==> src/rtl/ffe_pkg.sv <==
package ffe_pkg;

    // Source of the reference level used to form the error
    typedef enum logic {
        REF_TRAIN = 1'b0,
        REF_SLICE = 1'b1
    } ref_src_e;

endpackage

==> src/rtl/ffe_tap_line.sv <==
module ffe_tap_line #(
    parameter int NTAPS  = 5,
    parameter int DW     = 8,
    parameter int TDEPTH = 8
) (
    input  logic                  clk,
    input  logic                  rst_n,
    input  logic                  push,
    input  logic [DW-1:0]         x_in,
    input  logic                  t_in,
    output logic [NTAPS*DW-1:0]   taps_flat,
    output logic [TDEPTH-1:0]     tbits
);

    typedef struct packed {
        logic [NTAPS-1:0][DW-1:0] tap;
        logic [TDEPTH-1:0]        tb;
    } line_t;

    line_t st_d, st_q;

    always_comb begin
        st_d = st_q;
        if (push) begin
            st_d.tap[0] = x_in;
            for (int i = 1; i < NTAPS; i++) begin
                st_d.tap[i] = st_q.tap[i-1];
            end
            st_d.tb = {st_q.tb[TDEPTH-2:0], t_in};
        end
    end

    always_ff @(posedge clk or negedge rst_n) begin
        if (!rst_n) begin
            st_q <= '0;
        end else begin
            st_q <= st_d;
        end
    end

    assign taps_flat = st_q.tap;
    assign tbits     = st_q.tb;

    // Newest sample enters tap 0, older ones move one place
    p_shift_r2: assert property (@(posedge clk) disable iff (!rst_n)
        push |=> (st_q.tap[0] == $past(x_in)) && (st_q.tap[1] == $past(st_q.tap[0]))
                 && (st_q.tb[0] == $past(t_in)));

    // Without a sample nothing moves
    p_line_hold_r10: assert property (@(posedge clk) disable iff (!rst_n)
        !push |=> $stable(st_q));

endmodule

==> src/rtl/ffe_mac.sv <==
module ffe_mac #(
    parameter int NTAPS = 5,
    parameter int DW    = 8,
    parameter int CW    = 12,
    parameter int CF    = 8,
    parameter int OW    = 10
) (
    input  logic [NTAPS*DW-1:0]   taps_flat,
    input  logic [NTAPS*CW-1:0]   coef_flat,
    output logic signed [OW-1:0]  y
);

    localparam int PW = DW + CW;
    localparam int AW = PW + $clog2(NTAPS) + 1;
    localparam logic signed [AW-1:0] YMAX = AW'((2 ** (OW - 1)) - 1);
    localparam logic signed [AW-1:0] YMIN = AW'(-(2 ** (OW - 1)));

    logic signed [PW-1:0] prod [NTAPS];
    logic signed [AW-1:0] acc;
    logic signed [AW-1:0] scaled;
    logic signed [AW-1:0] clipped;

    for (genvar g = 0; g < NTAPS; g++) begin : g_prod
        assign prod[g] = $signed(taps_flat[g*DW +: DW]) * $signed(coef_flat[g*CW +: CW]);
    end

    always_comb begin
        acc = '0;
        for (int i = 0; i < NTAPS; i++) begin
            acc = acc + AW'(prod[i]);
        end
        scaled = acc >>> CF;
        if (scaled > YMAX) begin
            clipped = YMAX;
        end else if (scaled < YMIN) begin
            clipped = YMIN;
        end else begin
            clipped = scaled;
        end
        y = OW'(clipped);
    end

endmodule

==> src/rtl/ffe_coef_bank.sv <==
module ffe_coef_bank #(
    parameter int NTAPS  = 5,
    parameter int DW     = 8,
    parameter int CW     = 12,
    parameter int CF     = 8,
    parameter int OW     = 10,
    parameter int CURSOR = 2,
    parameter int SHW    = 4
) (
    input  logic                  clk,
    input  logic                  rst_n,
    input  logic                  upd,
    input  logic signed [OW:0]    err,
    input  logic [SHW-1:0]        mu,
    input  logic [NTAPS*DW-1:0]   taps_flat,
    output logic [NTAPS*CW-1:0]   coef_flat
);

    localparam int EPW = OW + 1 + DW;
    localparam int SW  = ((CW > EPW) ? CW : EPW) + 1;
    localparam logic signed [SW-1:0] CMAX = SW'((2 ** (CW - 1)) - 1);
    localparam logic signed [SW-1:0] CMIN = SW'(-(2 ** (CW - 1)));
    localparam logic [CW-1:0] UNITY = CW'(1 << CF);

    typedef struct packed {
        logic [NTAPS-1:0][CW-1:0] c;
    } bank_t;

    bank_t st_d, st_q;
    logic signed [EPW-1:0] grad [NTAPS];

    for (genvar g = 0; g < NTAPS; g++) begin : g_grad
        logic signed [EPW-1:0] raw;
        assign raw     = EPW'(err) * EPW'($signed(taps_flat[g*DW +: DW]));
        assign grad[g] = raw >>> mu;
    end

    always_comb begin
        logic signed [SW-1:0] sum;
        st_d = st_q;
        sum  = '0;
        if (upd) begin
            for (int i = 0; i < NTAPS; i++) begin
                sum = SW'($signed(st_q.c[i])) + SW'(grad[i]);
                if (sum > CMAX) begin
                    st_d.c[i] = CW'(CMAX);
                end else if (sum < CMIN) begin
                    st_d.c[i] = CW'(CMIN);
                end else begin
                    st_d.c[i] = CW'(sum);
                end
            end
        end
    end

    always_ff @(posedge clk or negedge rst_n) begin
        if (!rst_n) begin
            st_q           <= '0;
            st_q.c[CURSOR] <= UNITY;
        end else begin
            st_q <= st_d;
        end
    end

    assign coef_flat = st_q.c;

    // Frozen when no enabled sample is being applied
    p_freeze_r8: assert property (@(posedge clk) disable iff (!rst_n)
        !upd |=> $stable(st_q.c));

    // A zero error leaves every weight where it was
    p_zero_err_r5: assert property (@(posedge clk) disable iff (!rst_n)
        (upd && (err == '0)) |=> $stable(st_q.c));

endmodule

==> src/rtl/adaptive_ffe.sv <==
module adaptive_ffe #(
    parameter int NTAPS  = 5,
    parameter int CURSOR = 2,
    parameter int DW     = 8,
    parameter int CW     = 12,
    parameter int CF     = 8,
    parameter int TDEPTH = 8,
    parameter int SHW    = 4,
    localparam int OW    = DW + 2,
    localparam int TDW   = $clog2(TDEPTH)
) (
    input  logic                  clk,
    input  logic                  rst_n,
    input  logic                  valid_in,
    input  logic [DW-1:0]         x_in,
    input  logic                  train_bit,
    input  logic                  blind_mode,
    input  logic                  adapt_en,
    input  logic [SHW-1:0]        mu_shift,
    input  logic [TDW-1:0]        train_dly,
    output logic [OW-1:0]         y_out,
    output logic                  y_valid,
    output logic                  bit_out,
    output logic [NTAPS*CW-1:0]   coef_out
);
    import ffe_pkg::*;

    localparam int EW  = OW + 1;
    localparam int ONE = 2 ** (DW - 2);
    localparam logic signed [EW-1:0] LVL_POS = EW'(ONE);
    localparam logic signed [EW-1:0] LVL_NEG = EW'(-ONE);

    typedef struct packed {
        logic            sv;
        ref_src_e        src;
        logic            adapt;
        logic [SHW-1:0]  mu;
        logic [TDW-1:0]  dly;
        logic [OW-1:0]   y;
        logic            yv;
        logic            dec;
    } top_t;

    top_t st_d, st_q;

    logic [NTAPS*DW-1:0]  taps_flat;
    logic [TDEPTH-1:0]    tbits;
    logic signed [OW-1:0] y_now;
    logic signed [EW-1:0] ref_lvl;
    logic signed [EW-1:0] err;
    logic                 upd;

    ffe_tap_line #(
        .NTAPS  (NTAPS),
        .DW     (DW),
        .TDEPTH (TDEPTH)
    ) u_line (
        .clk       (clk),
        .rst_n     (rst_n),
        .push      (valid_in),
        .x_in      (x_in),
        .t_in      (train_bit),
        .taps_flat (taps_flat),
        .tbits     (tbits)
    );

    ffe_mac #(
        .NTAPS (NTAPS),
        .DW    (DW),
        .CW    (CW),
        .CF    (CF),
        .OW    (OW)
    ) u_mac (
        .taps_flat (taps_flat),
        .coef_flat (coef_out),
        .y         (y_now)
    );

    assign upd = st_q.sv && st_q.adapt;

    ffe_coef_bank #(
        .NTAPS  (NTAPS),
        .DW     (DW),
        .CW     (CW),
        .CF     (CF),
        .OW     (OW),
        .CURSOR (CURSOR),
        .SHW    (SHW)
    ) u_bank (
        .clk       (clk),
        .rst_n     (rst_n),
        .upd       (upd),
        .err       (err),
        .mu        (st_q.mu),
        .taps_flat (taps_flat),
        .coef_flat (coef_out)
    );

    // Reference level and error for the sample held in the capture stage
    always_comb begin
        if (st_q.src == REF_SLICE) begin
            ref_lvl = (y_now >= 0) ? LVL_POS : LVL_NEG;
        end else begin
            ref_lvl = tbits[st_q.dly] ? LVL_POS : LVL_NEG;
        end
        err = ref_lvl - EW'(y_now);
    end

    always_comb begin
        st_d    = st_q;
        st_d.sv = valid_in;
        if (valid_in) begin
            st_d.src   = ref_src_e'(blind_mode);
            st_d.adapt = adapt_en;
            st_d.mu    = mu_shift;
            st_d.dly   = train_dly;
        end
        st_d.yv = st_q.sv;
        if (st_q.sv) begin
            st_d.y   = y_now;
            st_d.dec = (y_now >= 0);
        end
    end

    always_ff @(posedge clk or negedge rst_n) begin
        if (!rst_n) begin
            st_q <= '0;
        end else begin
            st_q <= st_d;
        end
    end

    assign y_out   = st_q.y;
    assign y_valid = st_q.yv;
    assign bit_out = st_q.dec;

    // A captured sample always yields a result one edge later
    p_latency_r2: assert property (@(posedge clk) disable iff (!rst_n)
        st_q.sv |=> y_valid);

    // No result due: outputs keep their values
    p_idle_hold_r9: assert property (@(posedge clk) disable iff (!rst_n)
        !st_q.sv |=> (!y_valid && $stable(y_out) && $stable(bit_out)));

    // Decision agrees with the sign of the registered sample
    p_decision_r4: assert property (@(posedge clk) disable iff (!rst_n)
        y_valid |-> (bit_out == !y_out[OW-1]));

    // Blind reference never has the opposite sign of the output
    p_blind_ref_r6: assert property (@(posedge clk) disable iff (!rst_n)
        (st_q.sv && (st_q.src == REF_SLICE)) |-> (ref_lvl[EW-1] == y_now[OW-1]));

endmodule

==> config.mk <==
export PLATFORM = sky130hd
export DESIGN_NAME = adaptive_ffe
export DESIGN_NICKNAME = d
export VERILOG_FILES = /design/src/rtl/ffe_pkg.sv /design/src/rtl/ffe_tap_line.sv /design/src/rtl/ffe_mac.sv /design/src/rtl/ffe_coef_bank.sv /design/src/rtl/adaptive_ffe.sv
export SDC_FILE = /design/constraint.sdc
export NUM_CORES = 2
export LEC_CHECK = 0
export ABC_CLOCK_PERIOD_IN_PS = 57400
export CAP_MARGIN = 5
export CORE_MARGIN = 5
export CORE_UTILIZATION = 30
export CTS_CLUSTER_SIZE = 8
export DETAILED_ROUTE_END_ITERATION = 12
export DONT_BUFFER_PORTS = 1
export MAX_ROUTING_LAYER = met4
export SLEW_MARGIN = 25
export SYNTH_ARGS = -nofsm -noshare
export SYNTH_HDL_FRONTEND = slang
export SYNTH_SLANG_ARGS = --single-unit
==> constraint.sdc <==
create_clock -name clk -period 57.4 [get_ports clk]
set_input_delay 5.74 -clock clk [delete_from_list [all_inputs] [get_ports clk]]
set_output_delay 5.74 -clock clk [all_outputs]
set_load 0.02 [all_outputs]
==> flow_metrics.py <==
metrics = {
    "timing": {
        "maxSlewHeadroom_pct": 26.1,
        "fin_worst_skew_ns": 0.0318,
        "period_share_pct": 41.6,
        "finalHoldViolations": 0,
        "worst_slew_pin_slew_ns": 1.10,
        "setup_viol": 0,
        "max_freq_mhz": 41.9,
        "layout_min_cycle_time_ns": 23.88,
        "final_max_slew_viol_count": 0,
        "rsz0062_at_grt": "no",
        "setup_tns_ns": 0,
    },
    "setup_path": {
        "path_depth": 77,
        "r2r_slack_ns": 33.52,
        "critical_path.top_delay_family": "adder cells",
        "cp.required_ns": 57.77,
        "crit_top_cell": "fa_1",
        "worst-path-buf-inv": 13,
        "path_class": "flop to flop",
        "r2r-start": "u_line.taps_flat[7]$_DFFE_PN0P_",
        "crit_path_start": "u_line.taps_flat[7]$_DFFE_PN0P_",
        "critPathSlowestCell": "o311ai_1",
        "reg2reg_depth": 77,
        "slowest_delay_ns": 0.78,
        "r2r_end": "u_bank.coef_flat[26]$_DFFE_PN0P_",
        "end_kind": "flop",
        "arrival_ns": 24.25,
        "worstPathMaxFanout": 32,
        "start_kind": "flop",
        "cp-endpoint": "u_bank.coef_flat[26]$_DFFE_PN0P_",
    },
    "route": {
        "viasPerCell": 5.10,
        "first_pass_iters": 6,
        "initialDrtViolationCount": 2548,
        "vias": 40600,
        "wire_per_inst_um": 19.9,
        "ant_nets": 0,
        "drc": 0,
        "wl_mm": 159,
    },
    "synthesis": {
        "synth_fp_nets": 7315,
        "ys.flop_type": "dfrtp_1",
        "yosys-top-cells-count": "inv_1 (1,140), fa_1 (924), nand2_1 (599)",
        "synthAdderAreaFrac_pct": 47.0,
        "yosys.area_share.simple_pct": 16.3,
        "synth_top_family_by_area": "adder cells",
        "ys_seq_area_share_pct": 6.35,
        "synth-async-reset-ratio_pct": 100,
        "netlist.area_leader.share_pct": 36.1,
        "synth_edf_count": 0,
        "synth.most_common_cell": "inv_1",
        "netlist_instances": 5922,
        "yosys.area_share.xor_xnor_pct": 3.93,
        "avgSynthCellArea_um2": 8.66,
        "synth.largest_area_cell": "fa_1",
        "ys_ff_latch": 130,
        "synth.distinct_cells": 92,
        "synth_area_leaders": "fa_1 (36%), ha_1 (11%), inv_1 (8.3%), dfrtp_1 (6.3%), and2_1 (5.4%)",
        "muxShareOfSynthArea_pct": 4.33,
        "synth_compound_area_share_pct": 11.3,
        "ys_warn_count": 0,
        "syn-cell-area_um2": 51300,
    },
    "clock_network": {
        "numCtsBuffers": 17,
        "cts.reportedPaths.clkPinSlew_ns": 0.10,
        "clockRootBuffer": "clkbuf_16",
        "cts_setup_buffers": 0,
        "clock-sinks": 130,
        "h-tree-depth": 4,
        "cts_tree": "built",
        "cts_buffer_depth": 2,
        "cts_resized": 0,
        "hold_buffers": 0,
        "worstSkewPairLatency_ns": 0.54,
    },
    "place": {
        "finalWeightedCongestion": 0.903,
        "dp_hpwl_mm": 125,
        "io_buffers": 0,
    },
    "floorplanning": {
        "rows": 151,
        "fp.dieH_um": 423,
        "pin_count": 93,
        "core_area_um2": 170000,
        "die_x_um": 423,
        "initial_utilization_pct": 30.2,
        "dieArea_um2": 179000,
    },
    "grt": {
        "gr-total-overflow": 0,
        "grt_usage_pct": 18.5,
        "antenna_found_initial": 10,
        "grt_pass1_wl_mm": 251,
        "first_global_vias": 42400,
        "grt_start_max_net_pins": 131,
    },
    "min_path": {
        "worstHoldPathType": "flop to flop",
        "hold-path-cell-count": 1,
    },
    "final_layout": {
        "fin_nets": 7124,
        "drive_gt1_share_pct": 5.45,
        "area_growth_syn_to_layout_pct": 5.95,
        "fillers": 17600,
    },
    "run": {
        "drv_cap": 0,
    },
    "status": {
        "status": "finished clean",
    },
}
-- worst register-to-register path: cells and delay by family (launching register included) --
kind,cells,cell delay (ns)
AND/OR/NAND/NOR,11,2.81
buffers and inverters,13,2.22
adder cells (fa/ha/maj),22,9.25
XOR/XNOR,2,0.33
AO/OA/AOI/OAI,26,7.46
flip-flops,1,0.69
multiplexers,3,0.99
-- metrics by stage --
step | utilization (%) | hold slack [ns] | cells | instance area [um2] | worst slack [ns]
3_3_place_gp | 31.6 | 0.489 | 7930 | 53700 | 34.22
3_5_place_dp | 31.6 | 0.497 | 7930 | 53700 | 33.90
6_report | 32.0 | 0.504 | 7965 | 54300 | 33.52
5_1_grt | 32.0 | 0.528 | 7962 | 54300 | 31.95
2_1_floorplan | - | 0.365 | 5922 | 51300 | 37.25
4_1_cts | 32.0 | 0.512 | 7962 | 54300 | 33.78
-- cells in the final DEF (no fill, tap or decap), types with 23 or more instances in the layout --
| master | n |
|---|---|
| o211ai_1 | 61 |
| buf_4 | 104 |
| o31ai_1 | 24 |
| mux2i_1 | 94 |
| a311o_1 | 33 |
| and2_1 | 441 |
| nor4_1 | 45 |
| fa_1 | 924 |
| xor2_1 | 54 |
| nand3_1 | 73 |
| nor2_1 | 242 |
| a21o_1 | 58 |
| nor2b_1 | 93 |
| a211oi_1 | 51 |
| o21a_1 | 33 |
| dfrtp_1 | 121 |
| ha_1 | 445 |
| nand2b_1 | 47 |
| a21oi_1 | 229 |
| nor3_1 | 45 |
| inv_1 | 1138 |
| mux2_2 | 79 |
| or3_1 | 23 |
| nand2_1 | 599 |
| o21ai_0 | 156 |
| xnor2_1 | 170 |
-- how the worst min path moves through the flow --
stage / start / endpoint / slack, ns
3_3_place_gp: u_line.tbits[7]$_DFFE_PN0P_ / u_line.tbits[7]$_DFFE_PN0P_ / 0.49
6_report: u_line.tbits[7]$_DFFE_PN0P_ / u_line.tbits[7]$_DFFE_PN0P_ / 0.50
3_5_place_dp: u_line.tbits[7]$_DFFE_PN0P_ / u_line.tbits[7]$_DFFE_PN0P_ / 0.50
4_1_cts: u_line.tbits[7]$_DFFE_PN0P_ / u_line.tbits[7]$_DFFE_PN0P_ / 0.51
5_1_grt: u_line.tbits[7]$_DFFE_PN0P_ / u_line.tbits[7]$_DFFE_PN0P_ / 0.53
2_1_floorplan: st_d[1]$_DFF_PN0_ / y_valid$_DFF_PN0_ / 0.37
-- state kept, by name, indices dropped and copies added, names as in the netlist --
signal,flops
u_bank.coef_flat,60
u_line.taps_flat,40
y_out,10
st_q,9
u_line.tbits,8
bit_out,1
st_d,1
y_valid,1
-- layer usage --
| layer | routed length (um) | vias up | global-route usage [%] |
|---|---|---|---|
| li1 | - | 18400 | - |
| met1 | 67200 | 20700 | 23.2 |
| met2 | 74200 | 1280 | 29.9 |
| met3 | 10200 | 255 | 3.15 |
| met4 | 7100 | 0 | 7.40 |
| met5 | 0 | - | - |
-- final cells by class --
type                    instances  area (um2)  area share, %
diodes                          3        7.51         0.0138
inverters                    1146        4300           7.92
flip-flops and latches        130        3260           6.01
repair buffers                104         781           1.44
clock inverters                14         190          0.350
well taps                    2218        2780           5.11
multi-input cells            4332       42600           78.4
clock buffers                  18         439          0.808
-- cells by family after synthesis --
kind of cell / after synthesis
AOI/OAI and AO/OA: 851
xor gates and xnor gates: 227
adders and majority gates: 1372
buffers and inverters: 1460
DFF: 130
muxes: 192
and+or+nand+nor: 1690
Power is not shown: default switching activity piles up to over one toggle a cycle in this logic, so the estimate is an artifact.
